`config.mk`:
```
export PLATFORM = sky130hd
export DESIGN_NAME = sector_patch_engine
export DESIGN_NICKNAME = d
export VERILOG_FILES = /design/src/rtl/spe_pkg.sv /design/src/rtl/spe_buf.sv /design/src/rtl/spe_span.sv /design/src/rtl/sector_patch_engine.sv
export SDC_FILE = /design/constraint.sdc
export NUM_CORES = 1
export LEC_CHECK = 0
export ABC_AREA = 1
export BUFFER_PORTS_ARGS = -buffer_cell sky130_fd_sc_hd__buf_2
export CAP_MARGIN = 20
export CORE_UTILIZATION = 40
export DETAILED_ROUTE_END_ITERATION = 10
export GPL_TIMING_DRIVEN = 1
export RECOVER_POWER = 100
export SYNTH_ARGS = -nofsm -noshare
export SYNTH_HDL_FRONTEND = slang
export SYNTH_HIERARCHICAL = 1
export SYNTH_SLANG_ARGS = --single-unit
```
`constraint.sdc`:
```
create_clock -name clk -period 7.5 [get_ports clk]
set_clock_uncertainty 0.2 [all_clocks]
set_input_delay 0.75 -clock clk [delete_from_list [all_inputs] [get_ports clk]]
set_output_delay 0.75 -clock clk [all_outputs]
set_load 0.02 [all_outputs]
```
`src/rtl/spe_pkg.sv`:
```
package spe_pkg;
  typedef enum logic [1:0] {
    OP_READ  = 2'd0,
    OP_ERASE = 2'd1,
    OP_PROG  = 2'd2
  } spe_op_e;

  typedef enum logic [3:0] {
    S_IDLE, S_CHK, S_RD_CMD, S_RD_DAT, S_RD_WAIT, S_OVL, S_ER_CMD,
    S_ER_WAIT, S_PG_CMD, S_PG_FETCH, S_PG_SEND, S_PG_WAIT, S_DONE
  } spe_state_e;
endpackage

```
`src/rtl/spe_buf.sv`:
```
module spe_buf #(
  parameter int DEPTH_LG = 4
) (
  input  logic                clk,
  input  logic                we,
  input  logic [DEPTH_LG-1:0] addr,
  input  logic [7:0]          wdata,
  output logic [7:0]          rdata
);
  localparam int DEPTH = 1 << DEPTH_LG;
  logic [7:0] mem [DEPTH];

  // one port: write or registered read each cycle
  always_ff @(posedge clk) begin
    if (we) mem[addr] <= wdata;
    rdata <= mem[addr];
  end
endmodule

```
`src/rtl/spe_span.sv`:
```
module spe_span #(
  parameter int ADDR_W   = 24,
  parameter int LEN_W    = 16,
  parameter int SECT_LG  = 4,
  parameter int NUM_SECT = 8,
  localparam int SEC_W   = $clog2(NUM_SECT)
) (
  input  logic [ADDR_W-1:0]  offset,
  input  logic [LEN_W-1:0]   len,
  input  logic [SEC_W-1:0]   sec,
  output logic               in_range,
  output logic [SEC_W-1:0]   first_sec,
  output logic [SEC_W-1:0]   last_sec,
  output logic [SECT_LG-1:0] win_lo,
  output logic [SECT_LG-1:0] win_hi
);
  localparam int W = ADDR_W + 1;
  logic [W-1:0] last_a;
  logic [W-1:0] total;

  assign last_a    = W'(offset) + W'(len) - W'(1);
  assign total     = W'(NUM_SECT) << SECT_LG;
  assign in_range  = (W'(offset) < total) && (last_a < total);
  assign first_sec = SEC_W'(offset >> SECT_LG);
  assign last_sec  = SEC_W'(last_a >> SECT_LG);
  // clip the patch window to both the request and the sector
  assign win_lo    = (sec == first_sec) ? offset[SECT_LG-1:0] : '0;
  assign win_hi    = (sec == last_sec) ? last_a[SECT_LG-1:0] : '1;
endmodule

```
`src/rtl/sector_patch_engine.sv`:
```
module sector_patch_engine
  import spe_pkg::*;
#(
  parameter int ADDR_W     = 24,
  parameter int LEN_W      = 16,
  parameter int SECT_LG    = 4,
  parameter int NUM_SECT   = 8,
  parameter int PROG_BYTES = 4
) (
  input  logic               clk,
  input  logic               rst_n,
  input  logic               req_valid,
  output logic               req_ready,
  input  logic [ADDR_W-1:0]  req_offset,
  input  logic [LEN_W-1:0]   req_len,
  output logic               wd_ready,
  output logic [LEN_W-1:0]   wd_idx,
  input  logic               wd_valid,
  input  logic [7:0]         wd_data,
  output logic               cmd_valid,
  input  logic               cmd_ready,
  output logic [1:0]         cmd_op,
  output logic [ADDR_W-1:0]  cmd_addr,
  output logic [SECT_LG:0]   cmd_len,
  input  logic               rd_valid,
  input  logic [7:0]         rd_data,
  output logic               rd_ready,
  output logic               pd_valid,
  output logic [7:0]         pd_data,
  input  logic               pd_ready,
  input  logic               cmd_done,
  input  logic               cmd_err,
  output logic               done,
  output logic               done_err,
  output logic [LEN_W-1:0]   done_count
);
  localparam int SEC_W = $clog2(NUM_SECT);
  localparam logic [SECT_LG:0] SECT_N = (SECT_LG+1)'(1 << SECT_LG);
  localparam logic [SECT_LG:0] PROG_N = (SECT_LG+1)'(PROG_BYTES);

  spe_state_e          st;
  logic [ADDR_W-1:0]   off_q;
  logic [LEN_W-1:0]    len_q;
  logic [SEC_W-1:0]    sec_q;
  logic [SECT_LG:0]    idx_q;
  logic [SECT_LG:0]    left_q;
  logic                err_q;

  logic                in_range;
  logic [SEC_W-1:0]    first_sec, last_sec;
  logic [SECT_LG-1:0]  win_lo, win_hi;
  logic [SECT_LG:0]    remain, chunk;
  logic [ADDR_W-1:0]   base_addr, cur_addr;
  logic                buf_we;
  logic [7:0]          buf_wdata, buf_rdata;

  spe_span #(.ADDR_W(ADDR_W), .LEN_W(LEN_W), .SECT_LG(SECT_LG), .NUM_SECT(NUM_SECT)) u_span (
    .offset(off_q), .len(len_q), .sec(sec_q), .in_range(in_range),
    .first_sec(first_sec), .last_sec(last_sec), .win_lo(win_lo), .win_hi(win_hi)
  );

  assign buf_we    = (st == S_RD_DAT && rd_valid) || (st == S_OVL && wd_valid);
  assign buf_wdata = (st == S_RD_DAT) ? rd_data : wd_data;

  spe_buf #(.DEPTH_LG(SECT_LG)) u_buf (
    .clk(clk), .we(buf_we), .addr(idx_q[SECT_LG-1:0]), .wdata(buf_wdata), .rdata(buf_rdata)
  );

  assign base_addr = ADDR_W'({sec_q, {SECT_LG{1'b0}}});
  assign cur_addr  = ADDR_W'({sec_q, idx_q[SECT_LG-1:0]});
  assign remain    = SECT_N - idx_q;
  assign chunk     = (remain < PROG_N) ? remain : PROG_N;

  assign req_ready  = (st == S_IDLE);
  assign cmd_valid  = (st == S_RD_CMD) || (st == S_ER_CMD) || (st == S_PG_CMD);
  assign cmd_op     = (st == S_RD_CMD) ? OP_READ : (st == S_ER_CMD) ? OP_ERASE : OP_PROG;
  assign cmd_addr   = (st == S_PG_CMD) ? cur_addr : base_addr;
  assign cmd_len    = (st == S_PG_CMD) ? chunk : SECT_N;
  assign rd_ready   = (st == S_RD_DAT);
  assign wd_ready   = (st == S_OVL);
  assign wd_idx     = LEN_W'(cur_addr - off_q);
  assign pd_valid   = (st == S_PG_SEND);
  assign pd_data    = buf_rdata;
  assign done       = (st == S_DONE);
  assign done_err   = err_q;
  assign done_count = err_q ? '0 : len_q;

  always_ff @(posedge clk or negedge rst_n) begin
    if (!rst_n) begin
      st     <= S_IDLE;
      off_q  <= '0;
      len_q  <= '0;
      sec_q  <= '0;
      idx_q  <= '0;
      left_q <= '0;
      err_q  <= 1'b0;
    end else begin
      unique case (st)
        S_IDLE: if (req_valid) begin
          off_q <= req_offset;
          len_q <= req_len;
          err_q <= 1'b0;
          st    <= S_CHK;
        end
        S_CHK: begin
          idx_q <= '0;
          sec_q <= first_sec;
          if (len_q == '0) st <= S_DONE;
          else if (!in_range) begin
            err_q <= 1'b1;
            st    <= S_DONE;
          end else st <= S_RD_CMD;
        end
        S_RD_CMD: if (cmd_ready) st <= S_RD_DAT;
        S_RD_DAT: if (rd_valid) begin
          idx_q <= idx_q + 1'b1;
          if (idx_q == SECT_N - 1'b1) st <= S_RD_WAIT;
        end
        S_RD_WAIT: if (cmd_done) begin
          if (cmd_err) begin
            err_q <= 1'b1;
            st    <= S_DONE;
          end else begin
            idx_q <= {1'b0, win_lo};
            st    <= S_OVL;
          end
        end
        S_OVL: if (wd_valid) begin
          if (idx_q[SECT_LG-1:0] == win_hi) st <= S_ER_CMD;
          else idx_q <= idx_q + 1'b1;
        end
        S_ER_CMD: if (cmd_ready) st <= S_ER_WAIT;
        S_ER_WAIT: if (cmd_done) begin
          if (cmd_err) begin
            err_q <= 1'b1;
            st    <= S_DONE;
          end else begin
            idx_q <= '0;
            st    <= S_PG_CMD;
          end
        end
        S_PG_CMD: if (cmd_ready) begin
          left_q <= chunk;
          st     <= S_PG_FETCH;
        end
        S_PG_FETCH: st <= S_PG_SEND;
        S_PG_SEND: if (pd_ready) begin
          idx_q  <= idx_q + 1'b1;
          left_q <= left_q - 1'b1;
          st     <= (left_q == 1) ? S_PG_WAIT : S_PG_FETCH;
        end
        S_PG_WAIT: if (cmd_done) begin
          if (cmd_err) begin
            err_q <= 1'b1;
            st    <= S_DONE;
          end else if (idx_q != SECT_N) st <= S_PG_CMD;
          else if (sec_q == last_sec) st <= S_DONE;
          else begin
            sec_q <= sec_q + 1'b1;
            idx_q <= '0;
            st    <= S_RD_CMD;
          end
        end
        S_DONE: st <= S_IDLE;
        default: st <= S_IDLE;
      endcase
    end
  end
endmodule

```
==> impl_metrics.env <==
export IMPL_outcome="complete, but fails checks"
export IMPL_violations="capacitance limit, slew limit"
export IMPL_vias_per_cell=4.770
export IMPL_tightestPinTransition_ns=3.452
export IMPL_cts_root_buf="sky130_fd_sc_hd__clkbuf_16"
export IMPL_report_final_slew_viol_count=244
export IMPL_synthTopCellsByArea="sky130_fd_sc_hd__edfxtp_1, sky130_fd_sc_hd__nand2_1, sky130_fd_sc_hd__dfrtp_1, sky130_fd_sc_hd__inv_1, sky130_fd_sc_hd__ha_1"
export IMPL_timing_final_setup_violations=0
export IMPL_n_fill_cell=3046
export IMPL_yosys_warnings=6
export IMPL_worst_slew_margin_rel_pct=-130.1
export IMPL_route_detailed_drc=0
export IMPL_rr_startpoint="idx_q[0]$_DFFE_PN0P_"
export IMPL_route_antenna_remaining_nets=0
export IMPL_gp_congestion=0.8863
export IMPL_fin_ws_ns=2.267
export IMPL_vdd_ir_drop_max_mv=0.2572
export IMPL_cap_viol_max_count=4
export IMPL_cts_sink_count=194
export IMPL_detailroute_via_count=10130
export IMPL_dpl_worst_slack_ns=3.610
export IMPL_leakagePower_nw=6.843
export IMPL_grt_ovfl_total=0
export IMPL_min_to="off_q[16]$_DFFE_PN0P_"
export IMPL_synth_sequential_area_ratio_pct=45.29
export IMPL_whs_path_depth=2
export IMPL_synthDominantCellAreaShare_pct=31.91
export IMPL_detail_route_first_pass_iterations=5
export IMPL_clk_path_buf_depth=2
export IMPL_worst_setup_path_type="reg2reg"
export IMPL_fin_hold_ws_ns=0.3243
export IMPL_tritoncts="built"
export IMPL_setup_tns_ns=0
export IMPL_grt_first_pass_wirelength_microns=48120
export IMPL_die_w_microns=175.5
export IMPL_startpoint_of_the_most_critical_hold_path="req_offset[16]"
export IMPL_timing_final_hold_violations=0
export IMPL_cts_setup_buffers=0
export IMPL_final_core_utilization_pct=45.48
export IMPL_synth_flop_cell="sky130_fd_sc_hd__edfxtp_1"
export IMPL_power_density_nw_per_um2=474.5
export IMPL_h_tree_depth=4
export IMPL_floorplan_rows=63
export IMPL_timing_critical_path_to_type="register"
export IMPL_flow_area_growth_from_synthesis_pct=11.92
export IMPL_maxClockFrequency_mhz=191.1
export IMPL_grt_use_total_pct=19.78
export IMPL_hold_path_class="in2reg"
export IMPL_initial_core_util_pct=40.64
export IMPL_r2r_end="u_buf/mem[2][6]$_DFFE_PP_"
export IMPL_finalCriticalPeriod_ns=5.233
export IMPL_reg2regPathDepth=5
export IMPL_io_pins=143
export IMPL_clock_insertion_delay_at_the_later_pin_of_the_skew_report_ns=0.44
export IMPL_ctsResizeCount=0
export IMPL_critPathMaxFanout=72
export IMPL_worst_r2r_setup_slack_ns=2.27
export IMPL_antenna_found_initial=0
export IMPL_critPathLaunchType="register"
export IMPL_synth_most_common_cell="sky130_fd_sc_hd__nand2_1"
export IMPL_worst_setup_hold_path_clk_slew_ns=0.08
export IMPL_synth_edf_count=128
export IMPL_ys_ff_latch=194
export IMPL_first_global_vias=9653
export IMPL_synth_area_leader_cell="sky130_fd_sc_hd__edfxtp_1"
export IMPL_postSynth_asyncResetShare_pct=29.90
export IMPL_post_route_period_util_pct=69.77
export IMPL_timing_critical_path_required_ns=7.44
export IMPL_maximum_number_of_pins_on_one_net_before_global_route_repair=73
export IMPL_die_h_microns=175.5
export IMPL_post_synth_most_frequent_cells="sky130_fd_sc_hd__nand2_1, sky130_fd_sc_hd__inv_1, sky130_fd_sc_hd__nor2_1"
export IMPL_netlist_instances=1606
export IMPL_drtIter0Drc=695
export IMPL_final_net_count=1845
export IMPL_floorplan_core_area_sq_um=29640
export IMPL_cts_hold_buf=0
export IMPL_n_antenna_cell=0
export IMPL_synth_area_sq_um=12040
export IMPL_wl_per_cell_microns=13.85
export IMPL_timing_critical_path_arrival_ns=5.17
export IMPL_placement_io_buffers=124
export IMPL_postRouteWirelength_microns=29400
export IMPL_synth_avg_cell_area_sq_um=7.499
export IMPL_share_of_cells_above_drive_strength_1_pct=7.963
export IMPL_grt_setup_unrepaired="false"
export IMPL_place_detailed_hpwl_microns=21030
export IMPL_die_area_sq_um=30810
export IMPL_numCtsBuffers=17
export IMPL_yosysUniqueCellTypes=41
-- cell type report --
class                   instances  area, sq um  area share, %
flip-flops and latches        194         5456          40.48
well taps                     390        488.0          3.620
multi-input cells            1137         5413          40.16
clock inverters                13        185.2          1.374
repair buffers                130        593.1          4.400
clock buffers                  19        442.9          3.286
inverters                     240        900.9          6.683
-- kinds of logic after synthesis --
family / count (synthesis) / share of synthesized area, %
adders and majority gates: 60 / 6.358
and+or+nand+nor: 931 / 31.20
AOI/OAI and AO/OA: 86 / 3.719
xor gates and xnor gates: 30 / 2.182
muxes: 12 / 1.112
other: 1 / 0.03114
buffers and inverters: 292 / 10.11
DFF: 194 / 45.29
-- flip-flops by register name, indices dropped and copies added (netlist names) --
signal / count
done_err: 1
left_q: 5
len_q: 16
off_q: 24
idx_q: 5
sec_q: 3
st: 4
u_buf/mem: 128
u_buf/rdata: 8
-- where the power goes --
part	internal [mW]	leakage [nW]	total, mW	switching, mW
clock	0.520	0.303	0.964	0.444
combinational	1.28	4.65	3.90	2.62
sequential	1.35	1.89	1.53	0.180
total	3.15	6.84	6.40	3.24
-- critical path: stages (launching register included) --
cell and delay, ns:
sky130_fd_sc_hd__dfrtp_2 0.36, sky130_fd_sc_hd__clkbuf_1 2.42, sky130_fd_sc_hd__inv_2 0.94, sky130_fd_sc_hd__buf_12 0.49
sky130_fd_sc_hd__nand3_1 0.19, sky130_fd_sc_hd__nor2_1 0.27
-- worst max path at each step --
stage | startpoint | to | slack, ns | cells past startpoint
after floorplan | off_q[1]$_DFFE_PN0P_ | st[0]$_DFFE_PN0P_ | 4.13 | 20
after global routing | idx_q[0]$_DFFE_PN0P_ | u_buf/mem[14][0]$_DFFE_PP_ | 1.81 | 5
after detailed placement | off_q[1]$_DFFE_PN0P_ | st[0]$_DFFE_PN0P_ | 3.61 | 20
after CTS | off_q[1]$_DFFE_PN0P_ | st[0]$_DFFE_PN0P_ | 3.61 | 20
after global placement | off_q[1]$_DFFE_PN0P_ | st[0]$_DFFE_PN0P_ | 3.81 | 20
final | idx_q[0]$_DFFE_PN0P_ | u_buf/mem[2][6]$_DFFE_PP_ | 2.27 | 5
-- stage by stage --
stage                     total power, mW  instance area (sq um)  instances
after floorplan                     4.489                  12110       1623
after global placement              5.420                  12940       2090
after detailed placement            5.457                  12960       2091
after CTS                           6.451                  13590       2123
after global routing                7.034                  13480       2123
final                               6.396                  13480       2123
-- cell usage in the layout (no fill, tap or decap), types with 2 or more instances in the layout --
cell and count:
sky130_fd_sc_hd__edfxtp_1 128, sky130_fd_sc_hd__nor2_4 2, sky130_fd_sc_hd__inv_6 3, sky130_fd_sc_hd__inv_1 234, sky130_fd_sc_hd__nand3_2 2, sky130_fd_sc_hd__nand2_1 636
sky130_fd_sc_hd__bufinv_16 2, sky130_fd_sc_hd__clkbuf_16 17, sky130_fd_sc_hd__xor2_1 22, sky130_fd_sc_hd__nand3_1 85, sky130_fd_sc_hd__dfxtp_1 8, sky130_fd_sc_hd__nand4_1 12
sky130_fd_sc_hd__nor2_1 164, sky130_fd_sc_hd__mux2_2 9, sky130_fd_sc_hd__o22ai_1 2, sky130_fd_sc_hd__nor2_2 5, sky130_fd_sc_hd__mux2_1 2, sky130_fd_sc_hd__nor3_1 8
sky130_fd_sc_hd__conb_1 18, sky130_fd_sc_hd__or2_2 6, sky130_fd_sc_hd__nand3b_1 2, sky130_fd_sc_hd__clkinv_8 3, sky130_fd_sc_hd__clkbuf_1 61, sky130_fd_sc_hd__o21bai_1 3
sky130_fd_sc_hd__inv_8 3, sky130_fd_sc_hd__ha_1 58, sky130_fd_sc_hd__dfrtp_1 57, sky130_fd_sc_hd__o21ai_0 16, sky130_fd_sc_hd__inv_2 5, sky130_fd_sc_hd__xnor2_1 8
sky130_fd_sc_hd__buf_2 68, sky130_fd_sc_hd__nand2_2 5, sky130_fd_sc_hd__a21oi_1 61, sky130_fd_sc_hd__fa_1 2
-- layer usage --
metal / vias to the layer above / wire length [microns] / track usage [%]
li1: 5185 / - / -
met1: 4632 / 13880 / 26.72
met2: 283 / 13750 / 33.30
met3: 27 / 1466 / 2.792
met4: 0 / 306 / 4.964
met5: - / 0 / 0
(Power assumes the default switching activity.)
